<file path="src/rtl/cgc_pkg.sv">
package cgc_pkg;
  localparam int KIND_W = 2;
  localparam int TGT_W  = 2;

  typedef enum logic [KIND_W-1:0] {
    KIND_CMDWR  = 2'd0,
    KIND_DATAWR = 2'd1,
    KIND_READ   = 2'd2,
    KIND_RSVD   = 2'd3
  } cyc_kind_e;

  typedef enum logic [TGT_W-1:0] {
    TGT_OTHER    = 2'd0,
    TGT_HIGHM    = 2'd1,
    TGT_NEXTFREE = 2'd2,
    TGT_RSVD     = 2'd3
  } cyc_tgt_e;
endpackage

</file>
<file path="src/rtl/cgc_strobe_track.sv">
module cgc_strobe_track (
  input  logic clk,
  input  logic rst,
  input  logic cyc,
  output logic cyc_q,
  output logic cyc_open,
  output logic cyc_close
);
  always_ff @(posedge clk) begin
    if (rst) cyc_q <= 1'b0;
    else     cyc_q <= cyc;
  end

  assign cyc_open  = cyc & ~cyc_q;
  assign cyc_close = ~cyc & cyc_q;
endmodule

</file>
<file path="src/rtl/cgc_lock_state.sv">
module cgc_lock_state (
  input  logic clk,
  input  logic rst,
  input  logic cyc_open,
  input  logic cyc_close,
  input  logic hold_n,
  input  logic enh_mode,
  output logic locked,
  output logic enh_q
);
  logic lock_cap;
  logic enh_cap;

  // capture at cycle open
  always_ff @(posedge clk) begin
    if (rst) begin
      lock_cap <= 1'b0;
      enh_cap  <= 1'b0;
    end else if (cyc_open) begin
      lock_cap <= ~hold_n;
      enh_cap  <= enh_mode;
    end
  end

  // apply at cycle close, governs following cycle
  always_ff @(posedge clk) begin
    if (rst) begin
      locked <= 1'b0;
      enh_q  <= 1'b0;
    end else if (cyc_close) begin
      locked <= lock_cap;
      enh_q  <= enh_cap;
    end
  end
endmodule

</file>
<file path="src/rtl/cgc_resp_rules.sv">
module cgc_resp_rules
  import cgc_pkg::*;
(
  input  logic              locked,
  input  logic              enh,
  input  logic [KIND_W-1:0] kind,
  input  logic [TGT_W-1:0]  tgt,
  input  logic              is_highm,
  input  logic              nf_owner,
  output logic              grant
);
  logic is_nf;
  logic hm_bound;

  assign is_nf    = (tgt == TGT_NEXTFREE);
  assign hm_bound = (kind == KIND_READ) || (kind == KIND_RSVD) || (tgt == TGT_HIGHM);

  always_comb begin
    if (is_nf && (!locked || enh))
      grant = nf_owner;
    else if (!locked)
      grant = 1'b1;
    else if (!enh)
      grant = is_highm;
    else if (hm_bound)
      grant = is_highm;
    else
      grant = 1'b1;
  end
endmodule

</file>
<file path="src/rtl/chain_gate_ctl.sv">
module chain_gate_ctl
  import cgc_pkg::*;
(
  input  logic              clk,
  input  logic              rst,
  input  logic              cyc,
  input  logic              hold_n,
  input  logic              enh_mode,
  input  logic [KIND_W-1:0] cyc_kind,
  input  logic [TGT_W-1:0]  cyc_tgt,
  input  logic              local_match,
  input  logic              match_in,
  input  logic              full_in,
  input  logic              dev_full,
  output logic              resp_en,
  output logic              match_out
);
  logic cyc_q, cyc_open, cyc_close;
  logic locked, enh_q;
  logic grant;

  cgc_strobe_track u_trk (
    .clk(clk), .rst(rst), .cyc(cyc),
    .cyc_q(cyc_q), .cyc_open(cyc_open), .cyc_close(cyc_close)
  );

  cgc_lock_state u_lock (
    .clk(clk), .rst(rst), .cyc_open(cyc_open), .cyc_close(cyc_close),
    .hold_n(hold_n), .enh_mode(enh_mode), .locked(locked), .enh_q(enh_q)
  );

  cgc_resp_rules u_rules (
    .locked(locked), .enh(enh_q), .kind(cyc_kind), .tgt(cyc_tgt),
    .is_highm(local_match & ~match_in),
    .nf_owner(full_in & ~dev_full),
    .grant(grant)
  );

  always_ff @(posedge clk) begin
    if (rst)           resp_en <= 1'b0;
    else if (cyc_open) resp_en <= grant;
    else if (!cyc)     resp_en <= 1'b0;
  end

  always_ff @(posedge clk) begin
    if (rst) match_out <= 1'b0;
    else     match_out <= match_in | local_match;
  end
endmodule

</file>
<file path="config.mk">
export PLATFORM = sky130hd
export DESIGN_NAME = chain_gate_ctl
export DESIGN_NICKNAME = d
export VERILOG_FILES = /design/src/rtl/cgc_pkg.sv /design/src/rtl/cgc_strobe_track.sv /design/src/rtl/cgc_lock_state.sv /design/src/rtl/cgc_resp_rules.sv /design/src/rtl/chain_gate_ctl.sv
export SDC_FILE = /design/constraint.sdc
export NUM_CORES = 1
export LEC_CHECK = 0
export BUFFER_PORTS_ARGS = -buffer_cell sky130_fd_sc_hd__buf_2
export CORE_AREA = 2 2 39 41
export CTS_CLUSTER_DIAMETER = 60
export DETAILED_ROUTE_END_ITERATION = 10
export DIE_AREA = 0 0 41 43
export SYNTH_ARGS = -nofsm -noshare
export SYNTH_HDL_FRONTEND = slang
export SYNTH_SLANG_ARGS = --single-unit
</file>
<file path="constraint.sdc">
create_clock -name clk -period 1.43 [get_ports clk]
set_input_delay 0.143 -clock clk [delete_from_list [all_inputs] [get_ports clk]]
set_output_delay 0.143 -clock clk [all_outputs]
set_load 0.05 [all_outputs]
</file>
* Word-level counts from Yosys, hierarchy flattened *
Index checks and enable logic that the tools add are counted.

word-level totals
  flip-flop bits (word level) = 7
  input bits = 13
  output and inout bits = 2
  logic and storage cells = 33

operators by class
  equal/unequal tests = 5
  multiplexer cells = 6
  bitwise operators = 10
  reduce and logical (&&, ||, !) cells = 5

operator list
  cell                count
  $eq 2x2->1 const B  3
  $mux 1              6
  $not 1->1           5
  $and 1x1->1         4
  $logic_or 1x1->1    3
  $eq 2x1->1 const B  1
  $ne 2x1->1 const B  1
  $logic_and 1x1->1   1
  $logic_not 1->1     1
  $or 1x1->1          1

* Longest topological paths before layout *
Gate-level depths: netlist of the first run.

  depth after elaboration = 8
  depth in mapped cells = 4

* Modules after synthesis *
A second synthesis of the first run with hierarchy kept.

unflattened totals
  cell total of the unflattened synthesis = 32
  area, all modules = 297.8 sq um

modules (own cells, without submodules)
  module            instances  cells an instance  area an instance (sq um)  sequential area each (sq um)
  cgc_lock_state    1          12                 132.6                     80.1
  chain_gate_ctl    1          9                  76.3                      40.0
  cgc_resp_rules    1          7                  50.0                      0.0
  cgc_strobe_track  1          4                  38.8                      20.0

* Worst setup path after synthesis of the first run *
No wires, ideal clock.

  path type = register -> register
  start point = register u_lock.locked
  end point = register resp_en
  setup time = 0.117 ns
  arrival time = 0.914 ns
  path slack = 0.398 ns
  cell stages (with the launch flop) = 5
  clock period less this slack = 1.032 ns
  cells stage by stage = dfxtp_1 -> nor2b_1 -> nor4b_2 -> nor3b_1 -> a32o_1

on the way
  cells in the longest elaborated chain, start to end = 5
  elaborated cells on any way between the ends = 6

RTL lines
  item                    line                  RTL
  start, declared         cgc_lock_state.sv:8   output logic locked,
  start signal, assigned  cgc_lock_state.sv:31  locked <= lock_cap;
  $logic_not 1->1         cgc_resp_rules.sv:19  if (is_nf && (!locked || enh))
  $logic_or 1x1->1        cgc_resp_rules.sv:19
  $logic_and 1x1->1       cgc_resp_rules.sv:19
  $mux 1 *                cgc_resp_rules.sv:19
  $mux 1 *                chain_gate_ctl.sv:41  else if (cyc_open) resp_en <= grant;
  end signal, assigned    chain_gate_ctl.sv:41
  end, declared           chain_gate_ctl.sv:15  output logic resp_en,

Mark *: on every way between the ends. The rest lies on a longest branch, timed or not.
A chain may end at the register's enable or synchronous reset.

* Final worst setup path of the first run *
Same ends and word-level chain as after synthesis.

==> results of run 1 <==
-- Yosys cell counts --
cell / n
sky130_fd_sc_hd__a32o_1: 1
sky130_fd_sc_hd__nor2b_1: 2
sky130_fd_sc_hd__mux2i_1: 3
sky130_fd_sc_hd__nor2b_2: 2
sky130_fd_sc_hd__nand2b_1: 2
sky130_fd_sc_hd__nor2_1: 6
sky130_fd_sc_hd__nand3b_1: 2
sky130_fd_sc_hd__inv_1: 1
sky130_fd_sc_hd__nor4b_2: 1
sky130_fd_sc_hd__a211oi_1: 1
sky130_fd_sc_hd__dfxtp_1: 7
sky130_fd_sc_hd__nor3b_1: 1
sky130_fd_sc_hd__o2111ai_1: 1
-- power breakdown --
part	switching [mW]	total [mW]	leakage (nW)	internal, mW
clock network	0.0710	0.177	0.0150	0.106
logic	0.0325	0.0608	0.118	0.0283
registers	0.00473	0.210	0.0577	0.205
total	0.108	0.448	0.191	0.340
-- worst paths after layout --
path | start | endpoint | slack (ps)
worst max-delay path | u_lock.locked$_SDFFE_PP0P_ | resp_en$_SDFFE_PP0P_ | 300
worst min-delay path | hold_n | u_lock.lock_cap$_SDFFE_PP0P_ | 70
worst max register to register | u_lock.locked$_SDFFE_PP0P_ | resp_en$_SDFFE_PP0P_ | 300
worst min register to register | resp_en$_SDFFE_PP0P_ | resp_en$_SDFFE_PP0P_ | 500
-- cells by family (layout without fill, tap and decap cells) --
kind of cell,count (synthesis),in the layout
muxes,3,3
DFF,7,7
AOI/OAI and AO/OA,3,3
buffers and inverters,1,18
and+or+nand+nor,16,16
-- layout make-up --
| class | count | area, um^2 | area share |
|---|---|---|---|
| Inverter | 1 | 3.75 | 0.00906 |
| Tap cell | 16 | 20.0 | 0.0483 |
| Multi-Input combinational cell | 22 | 159 | 0.384 |
| Clock buffer | 4 | 26.3 | 0.0634 |
| Sequential cell | 7 | 140 | 0.338 |
| Timing Repair Buffer | 13 | 65.1 | 0.157 |
-- registers in the layout, indices dropped and copies added, names as in the netlist --
signal and cells:
resp_en 1, u_lock.lock_cap 1, u_lock.enh_q 1, match_out 1
u_lock.enh_cap 1, u_lock.locked 1, u_trk.cyc_q 1
-- layer usage --
layer	routed length, um	share of wire	GRT usage
met2	226	0.40	0.116
met3	51	0.091	0.0471
met5	0	0	0
met1	282	0.50	0.106
met4	0	0	0.0600
-- worst max-delay path, cell delays in order, from the launching register on --
cell,delay (ps)
sky130_fd_sc_hd__dfxtp_1,320
sky130_fd_sc_hd__nor2b_1,130
sky130_fd_sc_hd__nor4b_2,270
sky130_fd_sc_hd__nor3b_1,80
sky130_fd_sc_hd__a32o_1,210
==> results.toml, run 1 <==
[routing]
detail_route.drc_violations = 0
detailroute.via_count = 254
detail_route.vias_per_cell = 4.03
avgRoutedWirePerCell_um = 8.89
drtPass1Iterations = 1
detail-route-antenna-nets = 0
drtIter0Drc = 0
route.final.wire_length_um = 560

[final_layout]
num-nets-final = 61
final_cell_mix = "sky130_fd_sc_hd__buf_2 (13), sky130_fd_sc_hd__dfxtp_1 (7), sky130_fd_sc_hd__nor2_1 (6), sky130_fd_sc_hd__mux2i_1 (3), sky130_fd_sc_hd__clkbuf_4 (3)"
final-instance-count-excl-fill = 63
drive_above_1_share = 0.404
most_common_cell_after_layout_fill_and_taps_aside = "sky130_fd_sc_hd__buf_2"
final.fill_count = 156
diodes = 0
final_core_utilization = 0.299
design_area_um2 = 414
area_growth_pct = 36.8

[global_route]
grtUsageTotal = 0.0884
grt_first_pass_wirelength_um = 1010
grt_start_max_net_pins = 8
number_of_antenna_violations_at_the_first_check_in_global_routing = 0
gr-total-overflow = 0
first_global_vias = 283

[synthesis]
synthDistinctLibCells = 13
post-synth-top-area-fraction = 0.463
synth_compound_area_frac = 0.0868
synth_adder_area_share = 0
synth_area_leader_cell = "sky130_fd_sc_hd__dfxtp_1"
yosys_register_bits = 7
main_combinational_cell_family_by_area_after_synthesis = "simple AND/OR/NAND/NOR gates"
synthesis.instances = 30
avgSynthCellArea_um2 = 10.1
synth_mux_area_frac = 0.0992
post_synth_xor_xnor_area = 0
synthesis.area_um2 = 303
yosys.area_share.simple = 0.339
ys_seq_area_frac = 0.463
syn_nets = 43
synth_area_leaders = "sky130_fd_sc_hd__dfxtp_1 (46%), sky130_fd_sc_hd__mux2i_1 (9.9%), sky130_fd_sc_hd__nor2_1 (7.4%), sky130_fd_sc_hd__nor2b_2 (5.8%), sky130_fd_sc_hd__nand3b_1 (5.0%)"
yosysWarningCount = 0

[timing]
drv_slew = 0
final.period_utilization = 0.789
rsz0062_at_grt = "no"
fin_hold_ws_ps = 69.6
finalSetupViolCount = 0
tmin_final_ps = 1130
setup-tns-final_ps = 0
worst_pin_slew_ps = 248
clock_skew_ps = 4.66
hold_violations = 0
slew_headroom = 0.836
least_setup_slack_across_all_paths_after_layout_ps = 302
fmaxAchievable_mhz = 887

[placed_design]
place_area_um2 = 388
dp_cells = 59
pre_cts_slack_ps = 307
buffers_on_ports = 13
place.gp.congestion = 0.699
dp_hpwl_um = 443

[clock_network]
hold_buffer_count_at_cts = 0
clock-sinks = 7
insertion_delay_ps = 250
cts-resized-gates = 0
clkTransAtPathRegs_ps = 50
clock-root-buffer = "sky130_fd_sc_hd__clkbuf_4"
clock_tree.buffer_depth = 2
numCtsBuffers = 3
number_of_levels_in_the_clock_h_tree = 1
cts_post_setup_buffers_inserted = 0
cts_tree = "yes"

[floorplanning]
die_w_um = 41
die-height_um = 43
die_area_um2 = 1760
initial_core_util = 0.219
floorplan.io_pins = 15
core-area_um2 = 1380
row_count = 14

[setup_path]
r2r.worst_path.cells = 4
worst_ep_required_time_ps = 1570
criticalPathCategory = "reg2reg"
arrival_ps = 1260
timing.critical_path.fanout_max = 3
critical_path.startpoint_type = "flip-flop"
sort_of_element_at_the_end_of_the_critical_path = "flip-flop"

[power]
ir_drop_mv = 0.375
leakagePower_nw = 0.191
total_power_mw = 0.448
power_density_nw_per_um2 = 1080

[flow_run]
max-cap-violations = 0

[hold_path]
min-delay-path-class = "in2reg"
min_delay_path_depth = 2

[run_status]
run_status = "completed"
No activity file was read; power rests on OpenSTA's default activity.
==> inputs of run 2 (changes only) <==
==> constraint.sdc (replaced) <==
create_clock -name clk -period 0.9 [get_ports clk]
set_input_delay 0.09 -clock clk [delete_from_list [all_inputs] [get_ports clk]]
set_output_delay 0.09 -clock clk [all_outputs]
set_load 0.05 [all_outputs]
==> run 2 against run 1 <==
Net effect:
- flip-flop and latch count unchanged
- maximum frequency up 2.0%
- final cell count up 4.8%
- cell area up 15%
- the flow now finishes with violations (setup timing)
- largest cell class unchanged
- power up 64%
- worst setup slack worse by 510 ps
- critical path depth unchanged
- core utilization up 4.5 points
- register-to-register slack worse by 510 ps
- die area unchanged
==> results.toml, run 2 (same netlist as run 1, synthesis figures left out) <==
[run_status]
run_status = "complete, but fails checks"
failing_checks = "setup timing"

[floorplanning]
row_count = 14
die-height_um = 43
die_area_um2 = 1760
floorplan.io_pins = 15
die_w_um = 41
initial_core_util = 0.219
core-area_um2 = 1380

[placed_design]
buffers_on_ports = 13
pre_cts_slack_ps = -179
place.gp.congestion = 0.688
place_area_um2 = 410
dp_hpwl_um = 471

[clock_network]
cts_tree = "yes"
clock_tree.buffer_depth = 2
clock-root-buffer = "sky130_fd_sc_hd__clkbuf_4"
number_of_levels_in_the_clock_h_tree = 1
clkTransAtPathRegs_ps = 50
hold_buffer_count_at_cts = 0
numCtsBuffers = 3
clock-sinks = 7
insertion_delay_ps = 250

[global_route]
first_global_vias = 251
number_of_antenna_violations_at_the_first_check_in_global_routing = 0
grt_start_max_net_pins = 8
gr-total-overflow = 0
grtUsageTotal = 0.0876
grt_first_pass_wirelength_um = 966

[routing]
drtPass1Iterations = 1
detailroute.via_count = 275
drtIter0Drc = 0
route.final.wire_length_um = 626
detail_route.drc_violations = 0
avgRoutedWirePerCell_um = 9.48
detail-route-antenna-nets = 0
detail_route.vias_per_cell = 4.17

[setup_path]
crit_start = "u_lock.locked$_SDFFE_PP0P_"
worst_ep_required_time_ps = 1040
criticalPathCategory = "reg2reg"
critical_path.startpoint_type = "flip-flop"
sort_of_element_at_the_end_of_the_critical_path = "flip-flop"
critical_path.reg2reg.startpoint = "u_lock.locked$_SDFFE_PP0P_"
timing.critical_path.slowest_stage_cell = "sky130_fd_sc_hd__dfxtp_2"
timing.critical_path.fanout_max = 2
arrival_ps = 1240
path_cells = "nor2b_4, nor4b_4, nor3b_2, a32o_1"
cp_slowest_stage_delay_ps = 310

[timing]
least_setup_slack_across_all_paths_after_layout_ps = -205
tmin_final_ps = 1110
drv_slew = 0
final.period_utilization = 1.23
worst_pin_slew_ps = 226
setup-tns-final_ps = -205
fmaxAchievable_mhz = 905
slew_headroom = 0.849
clock_skew_ps = 0.641
rsz0062_at_grt = "yes"
finalSetupViolCount = 1
hold_violations = 0

[power]
leakagePower_nw = 0.220
ir_drop_mv = 0.413
power_density_nw_per_um2 = 1540

[hold_path]
min-delay-path-class = "in2reg"
hold_path_startpoint = "hold_n"

[flow_run]
max-cap-violations = 0

[final_layout]
area_growth_pct = 57.4
design_area_um2 = 477
final_cell_mix = "sky130_fd_sc_hd__buf_2 (11), sky130_fd_sc_hd__nor2_1 (6), sky130_fd_sc_hd__dfxtp_1 (5), sky130_fd_sc_hd__clkbuf_4 (4)"
drive_above_1_share = 0.520
most_common_cell_after_layout_fill_and_taps_aside = "sky130_fd_sc_hd__buf_2"
num-nets-final = 64
diodes = 0
-- run 2: changes by cell type in the layout (fill, tap and decap cells not counted), sizes merged --
| cell | before | now |
|---|---|---|
| buf | 13 | 15 |
| clkbuf | 4 | 5 |
-- run 2: final cells by class --
class | instances | area [um^2]
Fill cell | 152 | 907
Multi-Input combinational cell | 22 | 185
Sequential cell | 7 | 145
Timing Repair Buffer | 16 | 96.3
Clock buffer | 4 | 26.3
Tap cell | 16 | 20.0
Inverter | 1 | 3.75
-- run 2: path summary, 6_finish.rpt --
| path | to | slack [ps] | cells past startpoint |
|---|---|---|---|
| worst max register to register | resp_en$_SDFFE_PP0P_ | -210 | 4 |
| worst max-delay path | resp_en$_SDFFE_PP0P_ | -210 | 4 |
| worst min-delay path | u_lock.lock_cap$_SDFFE_PP0P_ | 20 | 2 |
| worst min register to register | u_lock.enh_q$_SDFFE_PP0P_ | 490 | 2 |
-- run 2: critical path, delay by kind of cell (launching register included) --
| family | cells | cell delay [ps] |
|---|---|---|
| DFF | 1 | 310 |
| AOI/OAI and AO/OA | 1 | 190 |
| and+or+nand+nor | 3 | 480 |
-- run 2: per-layer routing --
metal	vias up	routed length [um]	track usage
li1	146	-	-
met1	121	267	0.0974
met2	8	310	0.113
met3	0	48	0.0471
met4	0	0	0.0800
met5	-	0	0
-- run 2: where the power goes --
part / internal (mW) / total, mW / switching, mW
registers: 0.325 / 0.334 / 0.00913
clock network: 0.169 / 0.281 / 0.112
logic: 0.0607 / 0.118 / 0.0577
total: 0.555 / 0.733 / 0.179
-- run 2: repair_timing --
item                       in CTS  in global routing
pin swaps                       0                  4
buffers inserted                0                  0
setup endpoints to repair       3                  5
resized for setup               2                  9
-- run 2: stage by stage --
stage | total power, mW | util | instances | hold slack (ps)
floorplan | 0.397 | - | 30 | 162
global placement | 0.444 | 0.297 | 62 | 274
detailed placement | 0.445 | 0.297 | 62 | 273
CTS | 0.736 | 0.321 | 66 | 7.18
global route | 0.779 | 0.344 | 66 | 1.91
finish | 0.733 | 0.344 | 66 | 15.8
